### src/rtl/tdm_status_tx.sv
module tdm_status_tx #(
  parameter int SLOT_W = 8,
  parameter int IDX_W  = 6,
  parameter int OFF_W  = 3,
  parameter int VOLT_W = 10,
  parameter int VAL_W  = 8,
  parameter int POS_W  = 10
) (
  input  logic              bclk,
  input  logic              rst_n,
  input  logic              fsync,
  input  logic              tx_fall,
  input  logic [OFF_W-1:0]  tx_offset,
  input  logic [IDX_W-1:0]  volt_idx,
  input  logic [IDX_W-1:0]  temp_idx,
  input  logic [IDX_W-1:0]  gain_idx,
  input  logic [IDX_W-1:0]  boost_idx,
  input  logic [3:0]        stream_en,
  input  logic              volt_wide,
  input  logic              fill_hiz,
  input  logic              keep_en,
  input  logic              keep_always,
  input  logic              keep_half,
  input  logic [VOLT_W-1:0] volt_val,
  input  logic [VAL_W-1:0]  temp_val,
  input  logic [VAL_W-1:0]  gain_val,
  input  logic [VAL_W-1:0]  boost_val,
  output logic              sdout,
  output logic              sdout_oe,
  output logic              keeper_on
);
  localparam int WIDE_W = 2 * SLOT_W;
  localparam logic [POS_W-1:0] POS_END = '1;

  logic              fs_q, started, lsb_q;
  logic [POS_W-1:0]  pos;
  logic [VOLT_W-1:0] volt_q;
  logic [VAL_W-1:0]  temp_q, gain_q, boost_q;

  wire frame_go = fsync & ~fs_q;
  wire [POS_W-1:0] off_ext = POS_W'(tx_offset);
  wire past_off = pos >= off_ext;
  wire [POS_W-1:0] dpos = pos - off_ext;

  logic [3:0][IDX_W-1:0]  idx;
  logic [3:0][WIDE_W-1:0] word;
  logic [3:0][POS_W-1:0]  len;
  logic [3:0] hit, bitv, last;

  assign idx = {boost_idx, gain_idx, temp_idx, volt_idx};

  assign word[0] = volt_wide ? {volt_q, {(WIDE_W-VOLT_W){1'b0}}}
                             : {volt_q[VOLT_W-1 -: SLOT_W], {SLOT_W{1'b0}}};
  assign word[1] = {temp_q,  {(WIDE_W-VAL_W){1'b0}}};
  assign word[2] = {gain_q,  {(WIDE_W-VAL_W){1'b0}}};
  assign word[3] = {boost_q, {(WIDE_W-VAL_W){1'b0}}};

  assign len[0] = volt_wide ? POS_W'(WIDE_W) : POS_W'(SLOT_W);
  assign len[1] = POS_W'(SLOT_W);
  assign len[2] = POS_W'(SLOT_W);
  assign len[3] = POS_W'(SLOT_W);

  for (genvar i = 0; i < 4; i++) begin : g_str
    logic [POS_W-1:0]  st, rel;
    logic [WIDE_W-1:0] sh;
    assign st      = POS_W'(idx[i]) * POS_W'(SLOT_W);
    assign rel     = dpos - st;
    assign sh      = word[i] << rel;
    assign hit[i]  = started & stream_en[i] & past_off & (dpos >= st) & (rel < len[i]);
    assign bitv[i] = sh[WIDE_W-1];
    assign last[i] = rel == (len[i] - POS_W'(1));
  end

  logic win_hit, win_bit, win_last;
  always_comb begin
    win_hit  = 1'b0;
    win_bit  = 1'b0;
    win_last = 1'b0;
    for (int i = 3; i >= 0; i--) begin
      if (hit[i]) begin
        win_hit  = 1'b1;
        win_bit  = bitv[i];
        win_last = last[i];
      end
    end
  end

  always_ff @(posedge bclk or negedge rst_n) begin
    if (!rst_n) begin
      fs_q    <= 1'b0;
      started <= 1'b0;
      lsb_q   <= 1'b0;
      pos     <= POS_END;
      volt_q  <= '0;
      temp_q  <= '0;
      gain_q  <= '0;
      boost_q <= '0;
    end else begin
      fs_q <= fsync;
      if (frame_go) begin
        started <= 1'b1;
        lsb_q   <= 1'b0;
        pos     <= '0;
        volt_q  <= volt_val;
        temp_q  <= temp_val;
        gain_q  <= gain_val;
        boost_q <= boost_val;
      end else begin
        lsb_q <= win_last;
        if (pos != POS_END) pos <= pos + POS_W'(1);
      end
    end
  end

  wire sd_c  = win_hit & win_bit;
  wire oe_c  = started & (win_hit | ~fill_hiz);
  wire aft_c = lsb_q;

  logic sd_n, oe_n, aft_n;
  always_ff @(negedge bclk or negedge rst_n) begin
    if (!rst_n) begin
      sd_n  <= 1'b0;
      oe_n  <= 1'b0;
      aft_n <= 1'b0;
    end else begin
      sd_n  <= sd_c;
      oe_n  <= oe_c;
      aft_n <= aft_c;
    end
  end

  wire aft_m   = tx_fall ? aft_n : aft_c;
  wire half_ok = ~keep_half | (tx_fall ? ~bclk : bclk);

  assign sdout     = tx_fall ? sd_n : sd_c;
  assign sdout_oe  = tx_fall ? oe_n : oe_c;
  assign keeper_on = keep_en & (keep_always | (aft_m & ~sdout_oe & half_ok));
endmodule

### config.mk
export PLATFORM = sky130hd
export DESIGN_NAME = tdm_status_tx
export DESIGN_NICKNAME = d
export VERILOG_FILES = /design/src/rtl/tdm_status_tx.sv
export SDC_FILE = /design/constraint.sdc
export NUM_CORES = 1
export LEC_CHECK = 0
export BUFFER_PORTS_ARGS = -buffer_cell sky130_fd_sc_hd__clkbuf_2
export CORE_MARGIN = 4
export CORE_UTILIZATION = 53
export DETAILED_ROUTE_END_ITERATION = 12
export PLACE_DENSITY = 0.77
export SYNTH_ARGS = -nofsm -noshare
export SYNTH_HDL_FRONTEND = slang
export SYNTH_SLANG_ARGS = --single-unit
### constraint.sdc
create_clock -name bclk -period 5.4 [get_ports bclk]
set_input_delay 0.81 -clock bclk [delete_from_list [all_inputs] [get_ports bclk]]
set_output_delay 0.81 -clock bclk [all_outputs]
set_load 0.03 [all_outputs]
==> results.py, run 1 <==
metrics = {
    "run_status": {
        "status": "finished, violations left",
        "violations": "negative setup slack",
    },
    "synthesis": {
        "ys.flop_type": "dfrtp_1",
        "yosysTopAreaCellShare_pct": 23.5,
        "syn_inst": 393,
        "ys_top_cells_by_area": "dfrtp_1 23%, mux2_2 10%, ha_1 9.5%, dfstp_2 6.7%, inv_1 3.5%",
        "yosysTopAreaCell": "dfrtp_1",
        "syn_area_per_cell_um2": 10.0,
        "ys_seq_area_share_pct": 32.0,
        "synth_common_cells": "37 x dfrtp_1, 37 x inv_1, 36 x mux2_2",
        "synth_edf_count": 0,
        "synth.distinct_cells": 65,
        "async_flop_share_pct": 100,
        "synth-seq-cells": 50,
        "yosysWarnings": 0,
        "syn_nets": 502,
        "syn_area_mm2": 0.00395,
    },
    "timing": {
        "hold_viol_final": 0,
        "worstMarginPinSlew_ns": 1.15,
        "slew_headroom_pct": 23.2,
        "fin_setup_tns_ns": -2.20,
        "rsz0062_at_grt": "yes",
        "final_max_slew_viol_count": 0,
        "finClkSkew_ns": 0.0271,
        "finalWorstSetupSlack_ns": -1.15,
        "setup_viol": 2,
    },
    "floorplanning": {
        "die_w_um": 94.3,
        "start_util_pct": 54.4,
        "num_rows": 31,
        "dieArea_mm2": 0.00889,
        "fp.dieH_um": 94.3,
        "io_pins": 77,
        "core_area_mm2": 0.00725,
    },
    "hold_path": {
        "hp-start": "fsync",
        "worst_hold_path_type": "input pin to flop",
        "hold_depth": 1,
        "holdPathEnd": "fs_q$_DFF_PN0_",
    },
    "setup_path": {
        "crit_required_ns": 2.99,
        "r2r-end": "oe_n$_DFF_NN0_",
        "endpoint_kind": "flop",
        "reg2reg_slack_ns": -1.14,
        "arrival_ns": 4.14,
        "worstPathMaxFanout": 3,
        "start_kind": "input pin",
        "timing_worst_setup_path_type": "input pin to flop",
        "r2r-start": "pos[0]$_DFFE_PN1P_",
        "reg2reg_depth": 18,
    },
    "place": {
        "io_buffers": 76,
        "post-place-ws_ns": -1.72,
        "hpwl_um": 7990,
        "routabilityCongestion": 0.935,
    },
    "power": {
        "peakVddDrop_uv": 277,
        "powerDensity_mw_per_mm2": 558,
        "design_power_total_w": 0.00304,
        "p_leak_nw": 2.60,
    },
    "detailed_routing": {
        "wire_per_inst_um": 16.5,
        "routed_wl_um": 10800,
        "drc": 0,
        "postRouteAntennaNets": 0,
        "viasPerCell": 5.71,
        "drt_iter0_drc": 194,
        "dr.pass1.iters": 4,
        "num_vias": 3724,
    },
    "layout": {
        "num_antenna_cells": 0,
        "fin_nets": 660,
        "drive_gt1_share_pct": 49.9,
        "synthToLayoutAreaGrowth_pct": 38.2,
        "fin_util_pct": 75.2,
    },
    "run": {
        "drv_cap": 0,
    },
    "global_routing": {
        "grt_overflow": 0,
        "gr-usage-all-layers_pct": 24.9,
        "grt_max_degree": 48,
        "grt_first_pass_wirelength_um": 17100,
        "antenna_found_initial": 0,
        "first_global_vias": 3919,
    },
    "cts": {
        "insertion_delay_ns": 0.43,
        "cts_tree": "done",
        "clkSlewWorstSetupHoldPaths_ns": 0.09,
    },
}
-- cell usage in the layout (no fill, tap or decap), drive strengths merged, types with 8 or more instances in the layout --
cell type / n
ha: 30
nand3: 13
buf: 85
clkbuf: 84
dfstp: 10
dfrtp: 37
a21oi: 12
nand2: 26
nor2: 24
nor2b: 11
xor2: 11
mux2: 36
o21ai: 13
inv: 38
mux4: 8
-- registers in the layout (all words and copies together), names as in the netlist, 8 cells and up --
signal	count
boost_q	8
gain_q	8
pos	10
temp_q	8
volt_q	10
-- layer usage --
layer / up-vias / global-route usage [%] / routed length [um] / share of wire (%)
met2: 155 / 44.4 / 5630 / 52
met3: 42 / 5.53 / 564 / 5.2
met1: 1792 / 28.1 / 4200 / 39
met5: - / 0 / 0 / 0
met4: 0 / 11.6 / 393 / 3.6
li1: 1735 / - / - / -
-- what timing repair did --
action,in CTS,in global routing
pin swaps,15,24
setup buffers,3,6
endpoints found under the setup margin,5,5
gates resized for setup,16,38
hold buffers,0,0
gates cloned,0,0
-- final cells by class --
class | instances | area [um^2]
Clock buffer | 12 | 153
Clock inverter | 2 | 16.3
Fill cell | 485 | 1800
Inverter | 37 | 139
Multi-Input combinational cell | 295 | 2730
Sequential cell | 50 | 1260
Tap cell | 99 | 124
Timing Repair Buffer | 157 | 1020
-- worst max-delay path, stage by stage --
cell	delay, ns
buf_6	0.07
ha_4	0.11
inv_2	0.04
fa_2	0.40
a21oi_2	0.20
nor2b_4	0.23
xor2_4	0.22
buf_6	0.15
ha_4	0.20
nor2b_4	0.12
o31a_1	0.32
o21a_1	0.23
nor3_2	0.19
o211ai_1	0.14
buf_4	0.18
a211oi_4	0.21
nand3b_1	0.14
and2_1	0.18
-- worst max-delay path by stage --
| stage | startpoint | end | slack, ns | cells after the start |
|---|---|---|---|---|
| 2_1_floorplan | tx_offset[0] | sd_n$_DFF_NN0_ | -1.33 | 16 |
| 3_3_place_gp | tx_offset[1] | oe_n$_DFF_NN0_ | -1.61 | 20 |
| 3_5_place_dp | tx_offset[1] | oe_n$_DFF_NN0_ | -1.72 | 20 |
| 4_1_cts | pos[1]$_DFFE_PN1P_ | sd_n$_DFF_NN0_ | -1.11 | 15 |
| 5_1_grt | pos[0]$_DFFE_PN1P_ | sd_n$_DFF_NN0_ | -1.30 | 19 |
| 6_report | tx_offset[0] | oe_n$_DFF_NN0_ | -1.15 | 18 |
-- logic make-up after synthesis --
family          after synthesis  share of synthesized area [%]
fa+ha+maj                    35                           12.1
xor+xnor                     17                           3.77
buf+inv                      48                           5.36
mux                          50                           16.5
compound gates               69                           12.8
flops                        50                           32.0
simple gates                124                           17.5
-- where the power goes --
part           internal [W]  switching [W]
clock              0.000174       0.000152
sequential         0.000434      0.0000384
combinational       0.00116        0.00109
total               0.00176        0.00128
-- per-stage QoR --
step | cells | area [um^2] | hold slack, ns
2_1_floorplan | 393 | 3990 | 0.475
3_3_place_gp | 631 | 4980 | 0.485
3_5_place_dp | 631 | 4980 | 0.493
4_1_cts | 647 | 5250 | 0.511
5_1_grt | 652 | 5450 | 0.508
6_report | 652 | 5450 | 0.513
Power figures use the tool's default switching activity.
==> run 2: changes to the inputs <==
--- a/config.mk
+++ b/config.mk
@@ -5,11 +5,13 @@
 export SDC_FILE = /design/constraint.sdc
 export NUM_CORES = 1
 export LEC_CHECK = 0
+export ABC_AREA = 1
 export BUFFER_PORTS_ARGS = -buffer_cell sky130_fd_sc_hd__clkbuf_2
 export CORE_MARGIN = 4
 export CORE_UTILIZATION = 53
 export DETAILED_ROUTE_END_ITERATION = 12
-export PLACE_DENSITY = 0.77
+export HOLD_SLACK_MARGIN = 0.05
+export PLACE_DENSITY = 0.76
 export SYNTH_ARGS = -nofsm -noshare
 export SYNTH_HDL_FRONTEND = slang
 export SYNTH_SLANG_ARGS = --single-unit
==> results.py, run 2 <==
metrics = {
    "layout": {
        "layout_commonest_cell": "nand2_1",
        "fin_nets": 843,
        "reg_top3": "pos x10, volt_q x10",
        "fillers": 660,
        "synthToLayoutAreaGrowth_pct": 29.3,
        "ff_latch_area_mm2": 0.00126,
        "num_antenna_cells": 0,
        "layout_common_cells": "185 x nand2_1, 75 x clkbuf_2, 73 x inv_1",
        "drive_gt1_share_pct": 31.5,
        "multiInputGateArea_mm2": 0.00271,
        "final_area_mm2": 0.00546,
        "fin_cells": 838,
    },
    "timing": {
        "worstMarginPinSlew_ns": 0.802,
        "setup_viol": 2,
        "finClkSkew_ns": 0.0189,
        "fin_setup_tns_ns": -1.25,
        "finalWorstSetupSlack_ns": -0.630,
        "fin_hold_ws_ns": 0.225,
        "slew_headroom_pct": 46.5,
        "final_max_slew_viol_count": 0,
        "rsz0062_at_grt": "yes",
        "hold_viol_final": 0,
    },
    "place": {
        "routabilityCongestion": 0.933,
        "placed_area_mm2": 0.00517,
        "post-place-ws_ns": -1.12,
        "io_buffers": 76,
        "hpwl_um": 8810,
        "dp.cells": 823,
    },
    "power": {
        "powerDensity_mw_per_mm2": 525,
        "switchingPower_w": 0.00133,
        "p_comb_share_pct": 71.3,
        "swShare_pct": 46.2,
        "seqPwrFrac_pct": 15.9,
        "internal_power_w": 0.00154,
        "p_leak_nw": 2.98,
        "peakVddDrop_uv": 238,
        "clkPwrFrac_pct": 12.8,
    },
    "global_routing": {
        "grt_overflow": 0,
        "gr-usage-all-layers_pct": 24.7,
        "antenna_found_initial": 0,
        "first_global_vias": 4433,
        "grt_first_pass_wirelength_um": 19400,
        "grt_max_degree": 47,
    },
    "setup_path": {
        "path_cells": "inv_2 -> ha_4 -> buf_6 -> nor2_4 -> nor2_8 -> xor2_2 -> ha_2 -> fa_1 -> inv_2 -> ha_4 -> nand2_2 -> nand3b_1 -> nor2_1 -> nand3_1 -> nor2_1 -> nand2_1 -> nor2_4 -> nand2_2 -> o21ai_2 -> inv_2 -> nand2_2 -> nand2_2",
        "r2r-start": "pos[0]$_DFFE_PN1P_",
        "timing_worst_setup_path_type": "flop to flop",
        "endpoint_kind": "flop",
        "reg2reg_slack_ns": -0.63,
        "crit_required_ns": 2.99,
        "r2r-end": "sd_n$_DFF_NN0_",
        "critical_path.max_stage_delay_ns": 0.55,
        "cpMaxStageDelayCell": "dfstp_2",
        "worstPathMaxFanout": 2,
        "setup.worst_path.start": "pos[0]$_DFFE_PN1P_",
        "crit_top_cell": "nand2_2",
        "arrival_ns": 3.62,
        "start_kind": "flop",
        "reg2reg_depth": 22,
        "endpoint": "sd_n$_DFF_NN0_",
    },
    "synthesis": {
        "ys.flop_type": "dfrtp_1",
        "syn_inst": 598,
        "yosys.cell_count.top_type": "nand2_1",
        "yosysTopAreaCellShare_pct": 21.9,
        "synth.distinct_cells": 46,
        "synth_edf_count": 0,
        "async_flop_share_pct": 100,
        "ys_seq_area_share_pct": 29.9,
        "syn_nets": 707,
        "yosysWarnings": 0,
        "synth-seq-cells": 50,
        "syn_area_per_cell_um2": 7.06,
        "yosysTopAreaCell": "dfrtp_1",
        "ys_top_cells_by_area": "dfrtp_1 22%, nand2_1 17%, ha_1 8.9%, inv_1 6.9%, dfstp_2 6.2%",
        "synth_common_cells": "189 x nand2_1, 78 x inv_1, 43 x nor2_1",
        "syn_area_mm2": 0.00422,
    },
    "run": {
        "drv_cap": 0,
    },
    "cts": {
        "clkSlewWorstSetupHoldPaths_ns": 0.10,
        "postCtsHoldBufs": 0,
        "cts_tree": "done",
        "insertion_delay_ns": 0.43,
    },
    "run_status": {
        "violations": "negative setup slack",
        "status": "finished, violations left",
    },
    "detailed_routing": {
        "num_vias": 4399,
        "drc": 0,
        "wire_per_inst_um": 13.5,
        "postRouteAntennaNets": 0,
        "viasPerCell": 5.25,
        "routed_wl_um": 11300,
        "drt_iter0_drc": 324,
        "dr.pass1.iters": 5,
    },
    "floorplanning": {
        "num_rows": 32,
        "start_util_pct": 54.6,
        "fp.dieH_um": 97.3,
        "core_area_mm2": 0.00773,
        "io_pins": 77,
        "die_w_um": 97.3,
        "dieArea_mm2": 0.00946,
    },
    "hold_path": {
        "worst_hold_path_type": "input pin to async pin",
    },
}
[run 2: cell count changes in the layout (fill, tap and decap cells not counted), moves of 10 or more]
cell	previous run	this run
a21oi_1	9	19
buf_4	79	60
inv_1	32	73
mux2_2	36	0
nand2_1	24	185
nand2_2	2	15
nand3_1	12	33
nand4_1	1	11
nor2_1	23	42
o21ai_0	11	26
[run 2: cells by family (layout without fill, tap and decap cells)]
family | Yosys count | in the layout | synth area share, %
DFF | 50 | 50 | 29.9
buffers and inverters | 99 | 237 | 8.98
and+or+nand+nor | 336 | 336 | 38.3
AOI/OAI and AO/OA | 68 | 68 | 9.42
xor gates and xnor gates | 10 | 10 | 2.07
adders and majority gates | 35 | 35 | 11.3
[run 2: routing by layer]
layer | up-vias | global-route usage [%] | part of all wire (%)
met4 | 0 | 7.88 | 1.9
met3 | 27 | 5.31 | 6.5
met2 | 169 | 42.9 | 50
met5 | - | 0 | 0
li1 | 2179 | - | -
met1 | 2024 | 30.4 | 42
[run 2: critical path: cells and delay by family, from the launching register on]
kind / cells / cell delay [ns]
xor gates and xnor gates: 1 / 0.19
adders and majority gates: 4 / 1.13
DFF: 1 / 0.55
and+or+nand+nor: 12 / 0.97
buffers and inverters: 4 / 0.27
AOI/OAI and AO/OA: 1 / 0.07
[run 2: cell type report]
| cell class | instances | area share [%] |
|---|---|---|
| multi-input cells | 449 | 49.7 |
| flip-flops and latches | 50 | 23.1 |
| repair buffers | 136 | 15.5 |
| inverters | 86 | 5.96 |
| clock buffers | 11 | 2.43 |
| well taps | 102 | 2.34 |
| clock inverters | 4 | 0.962 |
[run 2: timing repair]
action                     4_1_cts  5_1_grt
setup endpoints to repair        2        2
pin swaps                        3       15
buffers inserted                 0        3
gates resized for setup         10        6
[run 2: stage by stage]
step / util, % / power, W
final: 70.7 / 0.00287
after global routing: 70.7 / 0.00315
after CTS: 70.1 / 0.00282
after detailed placement: 67.0 / 0.00240
after global placement: 67.0 / 0.00233
after floorplan: - / 0.00172
[run 2: how the worst min path moves through the flow]
stage	startpoint	endpoint	slack [ns]	cells past startpoint
after global placement	boost_q[4]$_DFFE_PN0P_	boost_q[4]$_DFFE_PN0P_	0.45	2
final	rst_n	aft_c$_DFF_PN0_	0.23	1
after floorplan	boost_q[0]$_DFFE_PN0P_	boost_q[0]$_DFFE_PN0P_	0.44	2
after detailed placement	gain_q[2]$_DFFE_PN0P_	gain_q[2]$_DFFE_PN0P_	0.45	2
after global routing	rst_n	aft_c$_DFF_PN0_	0.23	1
after CTS	rst_n	aft_c$_DFF_PN0_	0.23	1
[run 2: power groups by stage]
stage               sequential (W)   clock (W)  combinational [W]
floorplan                 0.000458  0.00000254            0.00125
global placement          0.000456  0.00000294            0.00187
detailed placement        0.000458  0.00000294            0.00194
CTS                       0.000455    0.000374            0.00200
global route              0.000461    0.000393            0.00230
finish                    0.000455    0.000368            0.00205
==> run 3: changes to the inputs <==
--- a/config.mk
+++ b/config.mk
@@ -5,13 +5,15 @@
 export SDC_FILE = /design/constraint.sdc
 export NUM_CORES = 1
 export LEC_CHECK = 0
-export ABC_AREA = 1
+export ABC_AREA = 0
 export BUFFER_PORTS_ARGS = -buffer_cell sky130_fd_sc_hd__clkbuf_2
+export CAP_MARGIN = 20
 export CORE_MARGIN = 4
 export CORE_UTILIZATION = 53
 export DETAILED_ROUTE_END_ITERATION = 12
 export HOLD_SLACK_MARGIN = 0.05
-export PLACE_DENSITY = 0.76
+export PLACE_DENSITY = 0.77
+export SLEW_MARGIN = 25
 export SYNTH_ARGS = -nofsm -noshare
 export SYNTH_HDL_FRONTEND = slang
 export SYNTH_SLANG_ARGS = --single-unit
==> results.py, run 3 (same netlist as run 1, synthesis figures left out) <==
metrics = {
    "run_status": {
        "status": "finished, violations left",
        "violations": "negative setup slack",
    },
    "setup_path": {
        "arrival_ns": 4.09,
        "timing_worst_setup_path_type": "input pin to flop",
        "setup.worst_path.start": "tx_offset[1]",
        "r2r-start": "pos[1]$_DFFE_PN1P_",
        "reg2reg_depth": 17,
        "start_kind": "input pin",
        "endpoint_kind": "flop",
        "crit_required_ns": 2.98,
        "worstPathMaxFanout": 3,
    },
    "layout": {
        "synthToLayoutAreaGrowth_pct": 40.3,
        "num_antenna_cells": 0,
        "drive_gt1_share_pct": 50.1,
        "reg_top3": "pos x10, volt_q x10",
        "layout_commonest_cell": "buf_4",
        "fin_cells": 654,
        "fin_util_pct": 76.3,
        "layout_common_cells": "80 x buf_4, 72 x clkbuf_2, 37 x dfrtp_1",
        "fin_nets": 662,
    },
    "global_routing": {
        "grt_first_pass_wirelength_um": 17000,
        "gr-usage-all-layers_pct": 25.0,
        "grt_overflow": 0,
        "grt_max_degree": 48,
        "antenna_found_initial": 0,
        "first_global_vias": 3776,
    },
    "hold_path": {
        "hold_depth": 1,
        "hp-start": "gain_q[6]$_DFFE_PN0P_",
        "worst_hold_path_type": "flop to flop",
    },
    "detailed_routing": {
        "drc": 0,
        "wire_per_inst_um": 16.4,
        "dr.pass1.iters": 5,
        "num_vias": 3615,
        "postRouteAntennaNets": 0,
        "viasPerCell": 5.53,
        "routed_wl_um": 10800,
        "drt_iter0_drc": 141,
    },
    "timing": {
        "rsz0062_at_grt": "yes",
        "fin_setup_tns_ns": -2.13,
        "final_max_slew_viol_count": 0,
        "worstMarginPinSlew_ns": 0.579,
        "setup_viol": 2,
        "hold_viol_final": 0,
        "slew_headroom_pct": 61.4,
        "finClkSkew_ns": 0.0223,
        "finalWorstSetupSlack_ns": -1.11,
    },
    "place": {
        "io_buffers": 76,
        "routabilityCongestion": 0.935,
        "dp.cells": 633,
        "hpwl_um": 8160,
    },
    "cts": {
        "cts_tree": "done",
        "clkSlewWorstSetupHoldPaths_ns": 0.09,
        "insertion_delay_ns": 0.43,
    },
    "floorplanning": {
        "fp.dieH_um": 94.3,
        "start_util_pct": 54.4,
        "dieArea_mm2": 0.00889,
        "core_area_mm2": 0.00725,
        "io_pins": 77,
        "die_w_um": 94.3,
        "num_rows": 31,
    },
    "run": {
        "drv_cap": 0,
    },
    "power": {
        "p_leak_nw": 2.63,
        "peakVddDrop_uv": 292,
        "powerDensity_mw_per_mm2": 556,
    },
}
run 3: cell count changes in the layout (fill, tap and decap cells not counted), sizes merged, moves of 26 or more:
cell | previous run | this run
nand2 | 205 | 26
nand3 | 39 | 13
buf | 61 | 88
inv | 87 | 38
mux2 | 0 | 36
nor2 | 57 | 24
run 3: path summary, 6_finish.rpt:
kind | end | slack, ns
worst max register to register | sd_n$_DFF_NN0_ | -1.08
min in group asynchronous | gain_q[3]$_DFFE_PN0P_ | 0.63
max in group asynchronous | sd_n$_DFF_NN0_ | 2.43
worst max-delay path | sd_n$_DFF_NN0_ | -1.11
worst min register to register | gain_q[6]$_DFFE_PN0P_ | 0.51
worst min-delay path | gain_q[6]$_DFFE_PN0P_ | 0.51
run 3: what timing repair did:
item                                    in CTS  in global routing
pin swaps                                   19                 28
setup buffers                                5                  4
resized for setup                           20                 37
endpoints found under the setup margin       5                  5
hold buffers                                 0                  0
run 3: layout make-up:
type                    count  area [um^2]
flip-flops and latches     50         1260
clock buffers              11          135
inverters                  37          141
repair buffers            159         1080
fillers                   487         1720
clock inverters             3         47.5
multi-input cells         295         2740
well taps                  99          124
run 3: stage by stage:
stage                     hold slack (ns)  power (W)  area [um^2]  setup slack (ns)
after global routing                0.519    0.00330         5540             -1.29
after global placement              0.485    0.00233         4980             -1.61
after floorplan                     0.475    0.00167         3990             -1.33
after CTS                           0.514    0.00288         5350             -1.12
final                               0.509    0.00308         5540             -1.11
after detailed placement            0.492    0.00239         5040             -1.73
run 3: critical path: stages:
cell,delay (ns)
buf_8,0.08
inv_4,0.04
buf_6,0.11
fa_2,0.42
a21oi_4,0.17
nand2_2,0.08
buf_4,0.13
buf_4,0.12
xnor2_1,0.11
buf_4,0.15
ha_1,0.31
a21oi_1,0.13
nand2_1,0.09
a31o_2,0.26
a21o_1,0.18
a2111oi_4,0.37
nand3b_1,0.18
a311oi_2,0.10
or2_1,0.24
run 3: report_power, final:
group | internal, W | leakage, nW | switching, W
logic | 0.00116 | 1.95 | 0.00108
registers | 0.000434 | 0.576 | 0.0000387
clock network | 0.000208 | 0.102 | 0.000155
total | 0.00180 | 2.63 | 0.00127
run 3: layer usage:
layer	GRT usage (%)	vias up	share of wire (%)	wire (um)
met2	43.6	103	52	5640
met5	0	-	0	0
met4	11.7	0	2.9	308
met1	28.4	1752	40	4350
met3	6.33	28	4.2	456
li1	-	1732	-	-
